[src/rtl/prio_link_queue_pkg.sv]
// Shared types for the two-class link queue.
// Assumes: class tag encoding 1 = high (responses), 0 = low (requests).
package prio_link_queue_pkg;

    typedef enum logic {
        CLS_LOW  = 1'b0,
        CLS_HIGH = 1'b1
    } msg_class_e;

    // Convert a raw tag bit to a class
    function automatic msg_class_e tag_to_class(input logic tag);
        return tag ? CLS_HIGH : CLS_LOW;
    endfunction

endpackage

[src/rtl/plq_fifo.sv]
// Single-clock FIFO with head presented combinationally.
// Assumes: DEPTH >= 2; push on a full FIFO is legal only together with pop;
// pop is issued only when not empty. Synchronous active-low reset.
module plq_fifo #(
    parameter int DATA_W = 8,
    parameter int DEPTH  = 4
) (
    input  logic              clk,
    input  logic              rst_n,
    input  logic              push,
    input  logic [DATA_W-1:0] push_data,
    input  logic              pop,
    output logic [DATA_W-1:0] head,
    output logic              full,
    output logic              empty
);
    localparam int AW = (DEPTH > 1) ? $clog2(DEPTH) : 1;
    localparam int CW = $clog2(DEPTH + 1);
    localparam bit POW2 = (DEPTH == (1 << AW));
    localparam logic [AW-1:0] LAST = AW'(DEPTH - 1);
    localparam logic [CW-1:0] FULL_CNT = CW'(DEPTH);

    logic [DATA_W-1:0] mem [DEPTH];
    logic [AW-1:0]     wr_ptr, rd_ptr, wr_nxt, rd_nxt;
    logic [CW-1:0]     count;

    // Pointer advance: natural wrap for power-of-two depth, compare otherwise
    generate
        if (POW2) begin : g_wrap_nat
            assign wr_nxt = wr_ptr + 1'b1;
            assign rd_nxt = rd_ptr + 1'b1;
        end else begin : g_wrap_cmp
            assign wr_nxt = (wr_ptr == LAST) ? '0 : wr_ptr + 1'b1;
            assign rd_nxt = (rd_ptr == LAST) ? '0 : rd_ptr + 1'b1;
        end
    endgenerate

    // Storage write
    always_ff @(posedge clk) begin
        if (push) begin
            mem[wr_ptr] <= push_data;
        end
    end

    // Pointer and occupancy update
    always_ff @(posedge clk) begin
        if (!rst_n) begin
            wr_ptr <= '0;
            rd_ptr <= '0;
            count  <= '0;
        end else begin
            if (push) wr_ptr <= wr_nxt;
            if (pop)  rd_ptr <= rd_nxt;
            case ({push, pop})
                2'b10:   count <= count + 1'b1;
                2'b01:   count <= count - 1'b1;
                default: count <= count;
            endcase
        end
    end

    // Flags and head
    assign full  = (count == FULL_CNT);
    assign empty = (count == '0);
    assign head  = mem[rd_ptr];

endmodule

[src/rtl/plq_steer.sv]
// Input steering: routes an incoming message to the queue named by its tag
// and forms the input ready from that queue alone.
// Assumes: pop indications come from the output side in the same cycle.
module plq_steer
    import prio_link_queue_pkg::*;
(
    input  logic in_valid,
    input  logic in_hi,
    input  logic hi_full,
    input  logic lo_full,
    input  logic hi_pop,
    input  logic lo_pop,
    output logic in_ready,
    output logic hi_push,
    output logic lo_push
);
    msg_class_e cls;
    logic       hi_room, lo_room;

    // Room exists if not full or the head leaves this cycle
    always_comb begin
        cls     = tag_to_class(in_hi);
        hi_room = !hi_full || hi_pop;
        lo_room = !lo_full || lo_pop;
        in_ready = (cls == CLS_HIGH) ? hi_room : lo_room;
        hi_push  = in_valid && (cls == CLS_HIGH) && hi_room;
        lo_push  = in_valid && (cls == CLS_LOW)  && lo_room;
    end

endmodule

[src/rtl/plq_select.sv]
// Output selection: presents the high head whenever the high queue holds
// anything, the low head otherwise, and forms the pop for the chosen queue.
// Assumes: heads are valid whenever the matching empty flag is low.
module plq_select #(
    parameter int DATA_W = 8
) (
    input  logic              hi_empty,
    input  logic              lo_empty,
    input  logic [DATA_W-1:0] hi_head,
    input  logic [DATA_W-1:0] lo_head,
    input  logic              out_ready,
    output logic              out_valid,
    output logic              out_hi,
    output logic [DATA_W-1:0] out_data,
    output logic              hi_pop,
    output logic              lo_pop
);
    // Strict priority choice and dequeue
    always_comb begin
        out_hi    = !hi_empty;
        out_valid = !hi_empty || !lo_empty;
        out_data  = out_hi ? hi_head : lo_head;
        hi_pop    = out_ready && !hi_empty;
        lo_pop    = out_ready && hi_empty && !lo_empty;
    end

endmodule

[src/rtl/prio_link_queue.sv]
// Two-class link queue: one tagged input, two FIFOs, strict-priority output.
// Assumes: single clock, synchronous active-low reset, DEPTH >= 2.
module prio_link_queue #(
    parameter int DATA_W = 8,
    parameter int DEPTH  = 4
) (
    input  logic              clk,
    input  logic              rst_n,
    input  logic              in_valid,
    output logic              in_ready,
    input  logic              in_hi,
    input  logic [DATA_W-1:0] in_data,
    output logic              out_valid,
    input  logic              out_ready,
    output logic              out_hi,
    output logic [DATA_W-1:0] out_data,
    output logic              hi_full,
    output logic              hi_empty,
    output logic              lo_full,
    output logic              lo_empty
);
    localparam int NCLS = 2;

    logic [NCLS-1:0]   push_v, pop_v, full_v, empty_v;
    logic [DATA_W-1:0] head_v [NCLS];

    // One FIFO per class; index 1 is high, index 0 is low
    generate
        for (genvar c = 0; c < NCLS; c++) begin : g_cls
            plq_fifo #(.DATA_W(DATA_W), .DEPTH(DEPTH)) u_q (
                .clk       (clk),
                .rst_n     (rst_n),
                .push      (push_v[c]),
                .push_data (in_data),
                .pop       (pop_v[c]),
                .head      (head_v[c]),
                .full      (full_v[c]),
                .empty     (empty_v[c])
            );
        end
    endgenerate

    plq_steer u_steer (
        .in_valid (in_valid),
        .in_hi    (in_hi),
        .hi_full  (full_v[1]),
        .lo_full  (full_v[0]),
        .hi_pop   (pop_v[1]),
        .lo_pop   (pop_v[0]),
        .in_ready (in_ready),
        .hi_push  (push_v[1]),
        .lo_push  (push_v[0])
    );

    plq_select #(.DATA_W(DATA_W)) u_sel (
        .hi_empty  (empty_v[1]),
        .lo_empty  (empty_v[0]),
        .hi_head   (head_v[1]),
        .lo_head   (head_v[0]),
        .out_ready (out_ready),
        .out_valid (out_valid),
        .out_hi    (out_hi),
        .out_data  (out_data),
        .hi_pop    (pop_v[1]),
        .lo_pop    (pop_v[0])
    );

    // Flag outputs
    assign hi_full  = full_v[1];
    assign hi_empty = empty_v[1];
    assign lo_full  = full_v[0];
    assign lo_empty = empty_v[0];

endmodule

[config.mk]
export PLATFORM = sky130hd
export DESIGN_NAME = prio_link_queue
export DESIGN_NICKNAME = d
export VERILOG_FILES = /design/src/rtl/prio_link_queue_pkg.sv /design/src/rtl/plq_fifo.sv /design/src/rtl/plq_steer.sv /design/src/rtl/plq_select.sv /design/src/rtl/prio_link_queue.sv
export SDC_FILE = /design/constraint.sdc
export NUM_CORES = 1
export LEC_CHECK = 0
export CORE_MARGIN = 2
export CORE_UTILIZATION = 42
export DETAILED_ROUTE_END_ITERATION = 12
export DONT_BUFFER_PORTS = 1
export PLACE_DENSITY = 0.6
export REMOVE_ABC_BUFFERS = 1
export SYNTH_ARGS = -nofsm -noshare
export SYNTH_HDL_FRONTEND = slang
export SYNTH_HIERARCHICAL = 1
export SYNTH_SLANG_ARGS = --single-unit
[constraint.sdc]
create_clock -name clk -period 3.35 [get_ports clk]
set_clock_uncertainty 0.1 [all_clocks]
set_input_delay 0.5025 -clock clk [delete_from_list [all_inputs] [get_ports clk]]
set_output_delay 0.5025 -clock clk [all_outputs]
set_load 0.02 [all_outputs]
Word level (Yosys, flattened, before mapping). Memories as Yosys holds them, arrays and structs flattened. A register that Yosys moved wholly into a read port is not among the register bits. Cells that the tools add are included.

Eq/ne operators: 6. $add $sub $neg: 8. Reduce and logical (&&, ||, !) cells: 18. Bitwise logic cells: 1. Multiplexer cells: 13.

Operator list (count): $pmux 3 s2 (2); $add 2x1->2 const B (4); $mux 2 (4); $mux 8 (1); $logic_and 1x1->1 (7); $add 3x1->3 const B (2); $eq 3x3->1 const B (2); $logic_not 3->1 (2); $mux 1 (6); $sub 3x1->3 const B (2); $eq 2x1->1 const B (2); $eq 2x2->1 const B (2); $logic_not 1->1 (4); $reduce_bool 2->1 (2); $logic_or 1x1->1 (3); $not 1->1 (1).

Input port bits: 13. Memories kept: 2. Bits in registers: 14. Output and inout bits: 15. Word-level logic and storage cells: 54. RAM bits: 64.

Memories: g_cls[0].u_q.mem (depth 4, width 8, read ports 1, clocked after Yosys merged registers in 1, wr ports 1, RTL line plq_fifo.sv:23) `logic [DATA_W-1:0] mem [DEPTH];`; g_cls[1].u_q.mem (depth 4, width 8, read ports 1, clocked after Yosys merged registers in 1, wr ports 1, RTL line plq_fifo.sv:23).

Longest topological paths before layout.
Word-level depth: 7. Depth in mapped cells: 12. Depth with buffers taken out: 11.

Cells and area by module. Netlist, hierarchy kept.

By module, submodules not included: plq_fifo (times used 2, area each 1607.8 sq um, cells an instance 88, sequential area each 1141.1 sq um); plq_select (times used 1, area each 150.1 sq um, cells an instance 13, sequential area each 0.0 sq um); plq_steer (times used 1, area each 57.6 sq um, cells an instance 6, sequential area each 0.0 sq um).

Worst setup path before layout. No wires, ideal clock.

Path kind: register to register. Start: register g_cls[1].u_q.count[1]. End: register g_cls[1].u_q.count[2]. Arrival time: 2.962 ns. Clock period less this slack: 3.132 ns. Setup time: 0.070 ns. Path buffers: 1. Cell stages (with the launch flop): 13. Required time: 3.180 ns. Slack: 0.218 ns. Cells stage by stage: dfxtp_1 nor3_1 buf_6 and2b_2 nor2b_4 nor2_1 inv_1 ha_1 inv_1 fa_1 xor2_1 or3_1 a21boi_1.

Word-level cells in the longest chain between the ends: 7. Elaborated cells between the ends (all ways): 13. Those cells by class: add/sub: 2; eq/ne: 3; mux: 1; reduce/logical: 7.

RTL lines: start, declared (RTL line plq_fifo.sv:25) `logic [CW-1:0] count;`; start signal, assigned (RTL line plq_fifo.sv:55) `2'b10: count <= count + 1'b1;`; start signal, assigned (RTL line plq_fifo.sv:56) `2'b01: count <= count - 1'b1;`; start signal, assigned (RTL line plq_fifo.sv:57) `default: count <= count;`; $logic_not 3->1 (*) (RTL line plq_fifo.sv:64) `assign empty = (count == '0);`; via hi_empty (RTL line prio_link_queue.sv:18) `output logic hi_empty,`; $logic_not 1->1 (*) (RTL line plq_select.sv:23) `hi_pop = out_ready && !hi_empty;`; $logic_and 1x1->1 (*) (RTL line plq_select.sv:23); via pop_v[1] (RTL line prio_link_queue.sv:24) `logic [NCLS-1:0] push_v, pop_v, full_v, empty_v;`; $logic_or 1x1->1 (*) (RTL line plq_steer.sv:23) `hi_room = !hi_full || hi_pop;`; $logic_and 1x1->1 (*) (RTL line plq_steer.sv:26) `hi_push = in_valid && (cls == CLS_HIGH) && hi_room;`; via push_v[1] (RTL line prio_link_queue.sv:24); $eq 2x1->1 or $eq 2x2->1 (tied branches) (RTL line plq_fifo.sv:54) `case ({push, pop})`; $pmux 3 s2 or $reduce_bool 2->1 (tied branches).

Mark *: on every way through the listed nets, which the timed path passes. The rest lies on a longest branch. A chain may end at the register's enable or synchronous reset.

Worst setup path in the final report.
Start: register g_cls[1].u_q.count[1]. End: register g_cls[0].u_q.count[1].

Word-level cells in the longest chain between the ends: 7. Elaborated cells between the ends (all ways): 9. Those cells by class: eq/ne: 2; mux: 1; reduce/logical: 6.

RTL lines: $logic_not 3->1 (*) (RTL line plq_fifo.sv:64); $logic_and 1x1->1 (*) (2 in series) (RTL line plq_select.sv:24) `lo_pop = out_ready && hi_empty && !lo_empty;`; via pop_v[0] (RTL line prio_link_queue.sv:24); $logic_or 1x1->1 (*) (RTL line plq_steer.sv:24) `lo_room = !lo_full || lo_pop;`; $logic_and 1x1->1 (*) (RTL line plq_steer.sv:27) `lo_push = in_valid && (cls == CLS_LOW) && lo_room;`; via push_v[0] (RTL line prio_link_queue.sv:24); $eq 2x1->1 or $eq 2x2->1 (tied branches) (RTL line plq_fifo.sv:54); $pmux 3 s2 or $reduce_bool 2->1 (tied branches); end signal, assigned (RTL line plq_fifo.sv:55); end signal, assigned (RTL line plq_fifo.sv:56); end signal, assigned (RTL line plq_fifo.sv:57); end, declared (RTL line plq_fifo.sv:25).

Marks and branches as above.

==> results.yml <==
outcome:
  outcome: "complete, no violations"
global_routing:
  grt_pass1_wl_mm: 9.21
  gr-total-overflow: 0
  grt_pass1_vias: 1734
  antenna_found_initial: 0
  grt_max_degree: 17
  grt_use_total: 0.146
floorplan:
  start_util: 0.438
  die_area_sq_mm: 0.00889
  chipWidth_um: 94.3
  core_area_sq_mm: 0.00781
  num_io_pins: 28
  rows: 32
  die_h_um: 94.3
detailed_routing:
  routed_via_density: 5.10
  drt_pass1_iterations: 4
  drt.antenna.violating_nets: 0
  wirelength_mm: 5.84
  routedWlPerCell_um: 18.9
  drt_iter0_drc: 82
  route.detailed.drc: 0
  vias: 1581
place:
  dp_hpwl_mm: 4.17
  placed_cells: 294
  numPortBuffers: 0
  gp_congestion: 0.663
timing:
  rsz0062_at_grt: "no"
  worstMarginPinSlew_ps: 571
  drv_slew: 0
  timing.final.crit_period_ps: 2790
  fmax_ghz: 0.359
  relSlewSlack: 0.619
  timing.final.crit_share: 0.832
  setup_viol: 0
  hold_viol: 0
logic_synthesis:
  yosys.area.top_type: "edfxtp_1"
  synthTopCellsByArea: "edfxtp_1 (56%), dfxtp_1 (11%), mux4_2 (11%), and2_1 (3.7%), ha_1 (3.7%)"
  yosys_warnings: 6
  netlist_instances: 195
  synth_top_area_frac: 0.561
  yosysUniqueCellTypes: 26
  syn-cell-area_sq_mm: 0.00342
  ys_seq_area_frac: 0.667
  syn_area_per_cell_sq_um: 17.6
  ys_ff_latch: 82
hold_path:
  hold_path_class: "primary input to register"
cells_and_area:
  ff_latch_area_sq_mm: 0.00228
  layout_common_cells: "edfxtp_1 (64), and2_1 (20), dfxtp_1 (18), mux4_2 (16), inv_1 (13)"
  multi_input_area_sq_mm: 0.00105
  drive_above_1_share: 0.226
  fillCellCount: 663
  antenna_cells: 0
  mostFrequentLayoutCell: "edfxtp_1"
  stdcell_count: 310
  area_delta_synth_final_pct: 8.66
  final_nets: 228
power:
  vdd_drop_max_v: 0.000467
  p_per_area_mw_per_mm2: 744
  fin_total_pwr_uw: 2770
  leakage_uw: 0.00127
cts:
  post-cts-setup-buffers: 0
  cts-root-buf: "clkbuf_8"
  clk_path_buf_depth: 2
  ctsHtreeMaxLevel: 3
  clock_latency_ps: 340
  cts.sinks: 82
  hold_buffers: 0
  cts_buffers: 9
  cts_resized: 0
  cts_tree: "built"
  cts.clk_slew.worst_paths_ps: 80
worst_setup_path:
  critPathCaptureType: "register"
  crit_chain: "nor3_2, and3b_2, nor2b_4, nor3b_2, inv_1, ha_1, inv_1, fa_1, o21ai_0, and2_1"
  critPathLaunchType: "register"
  cp_num_buf_inv: 2
  crit_required_ps: 3530
  slowest_delay_ps: 410
  critPathTopFamily: "simple AND/OR/NAND/NOR gates"
  slowest_stage: "fa_1"
  crit_arrival_ps: 2970
  critical_path_class: "register to register"
  cp_max_fo: 7
  crit_path_frequent_cell: "inv_1"
flow_run:
  cap_violations: 0
-- synth_stat cells --
cell / n
a21boi_1: 2
and2_1: 20
and2b_2: 1
and3_1: 2
and3b_2: 1
buf_6: 3
clkbuf_2: 2
dfxtp_1: 18
edfxtp_1: 64
fa_1: 2
ha_1: 10
inv_1: 13
mux2_2: 2
mux2_4: 6
mux2i_1: 3
mux4_2: 16
nand2_1: 6
nor2_1: 1
nor2b_1: 2
nor2b_4: 2
nor3_1: 2
nor3b_2: 1
o21ai_0: 4
or3_1: 2
xnor2_1: 4
xor2_1: 6
-- registers in the layout (all words and copies together), names as in the netlist, named ones only --
register and flops:
g_cls.u_q/mem 64, g_cls.u_q/rd_ptr 4, g_cls.u_q/wr_ptr 4, g_cls.u_q/count 6
-- through the flow --
step | instance area [sq um] | TNS [ps] | setup WS, ps | hold slack, ps | utilization
global placement | 3530 | 0 | 773 | 376 | 0.452
detailed placement | 3530 | 0 | 586 | 401 | 0.452
global route | 3720 | 0 | 373 | 128 | 0.476
CTS | 3720 | 0 | 554 | 131 | 0.476
finish | 3720 | 0 | 562 | 150 | 0.476
floorplan | 3380 | -1280 | -371 | 366 | -
-- kinds of logic after synthesis --
family / after synthesis / synth area share
adders and majority gates: 12 / 0.0482
and+or+nand+nor: 40 / 0.0753
AOI/OAI and AO/OA: 6 / 0.0102
buffers and inverters: 18 / 0.0270
DFF: 82 / 0.667
xor gates and xnor gates: 10 / 0.0256
muxes: 27 / 0.147
-- path summary, 6_finish.rpt --
check	slack [ps]	cells past startpoint	startpoint	end
hold reg to reg	420	2	g_cls[0].u_q/count[2]	g_cls[0].u_q/count[2]
setup / recovery	560	10	g_cls[1].u_q/count[1]	g_cls[0].u_q/count[1]
hold / removal	150	0	in_data[7]	g_cls[1].u_q/mem[2][7]
setup reg to reg	560	10	g_cls[1].u_q/count[1]	g_cls[0].u_q/count[1]
-- area by class of cell --
type | instances | area share
Clock buffer | 9 | 0.0333
Clock inverter | 7 | 0.0185
Inverter | 13 | 0.0131
Multi-Input combinational cell | 95 | 0.283
Sequential cell | 82 | 0.614
Tap cell | 102 | 0.0343
Timing Repair Buffer | 2 | 0.00404
-- power by group --
part           total [uW]  switching [uW]  internal (uW)  leakage, uW
registers            1280             101           1180     0.000728
clock network         684             341            343    0.0000970
logic                 804             429            374     0.000443
-- layer usage --
layer	vias up	wire length, um	global-route usage
li1	734	-	-
met1	798	2360	0.169
met2	39	2940	0.239
met3	10	422	0.0522
met4	0	123	0.0761
met5	-	0	0
Note: power is estimated with default switching activity, not from simulation.
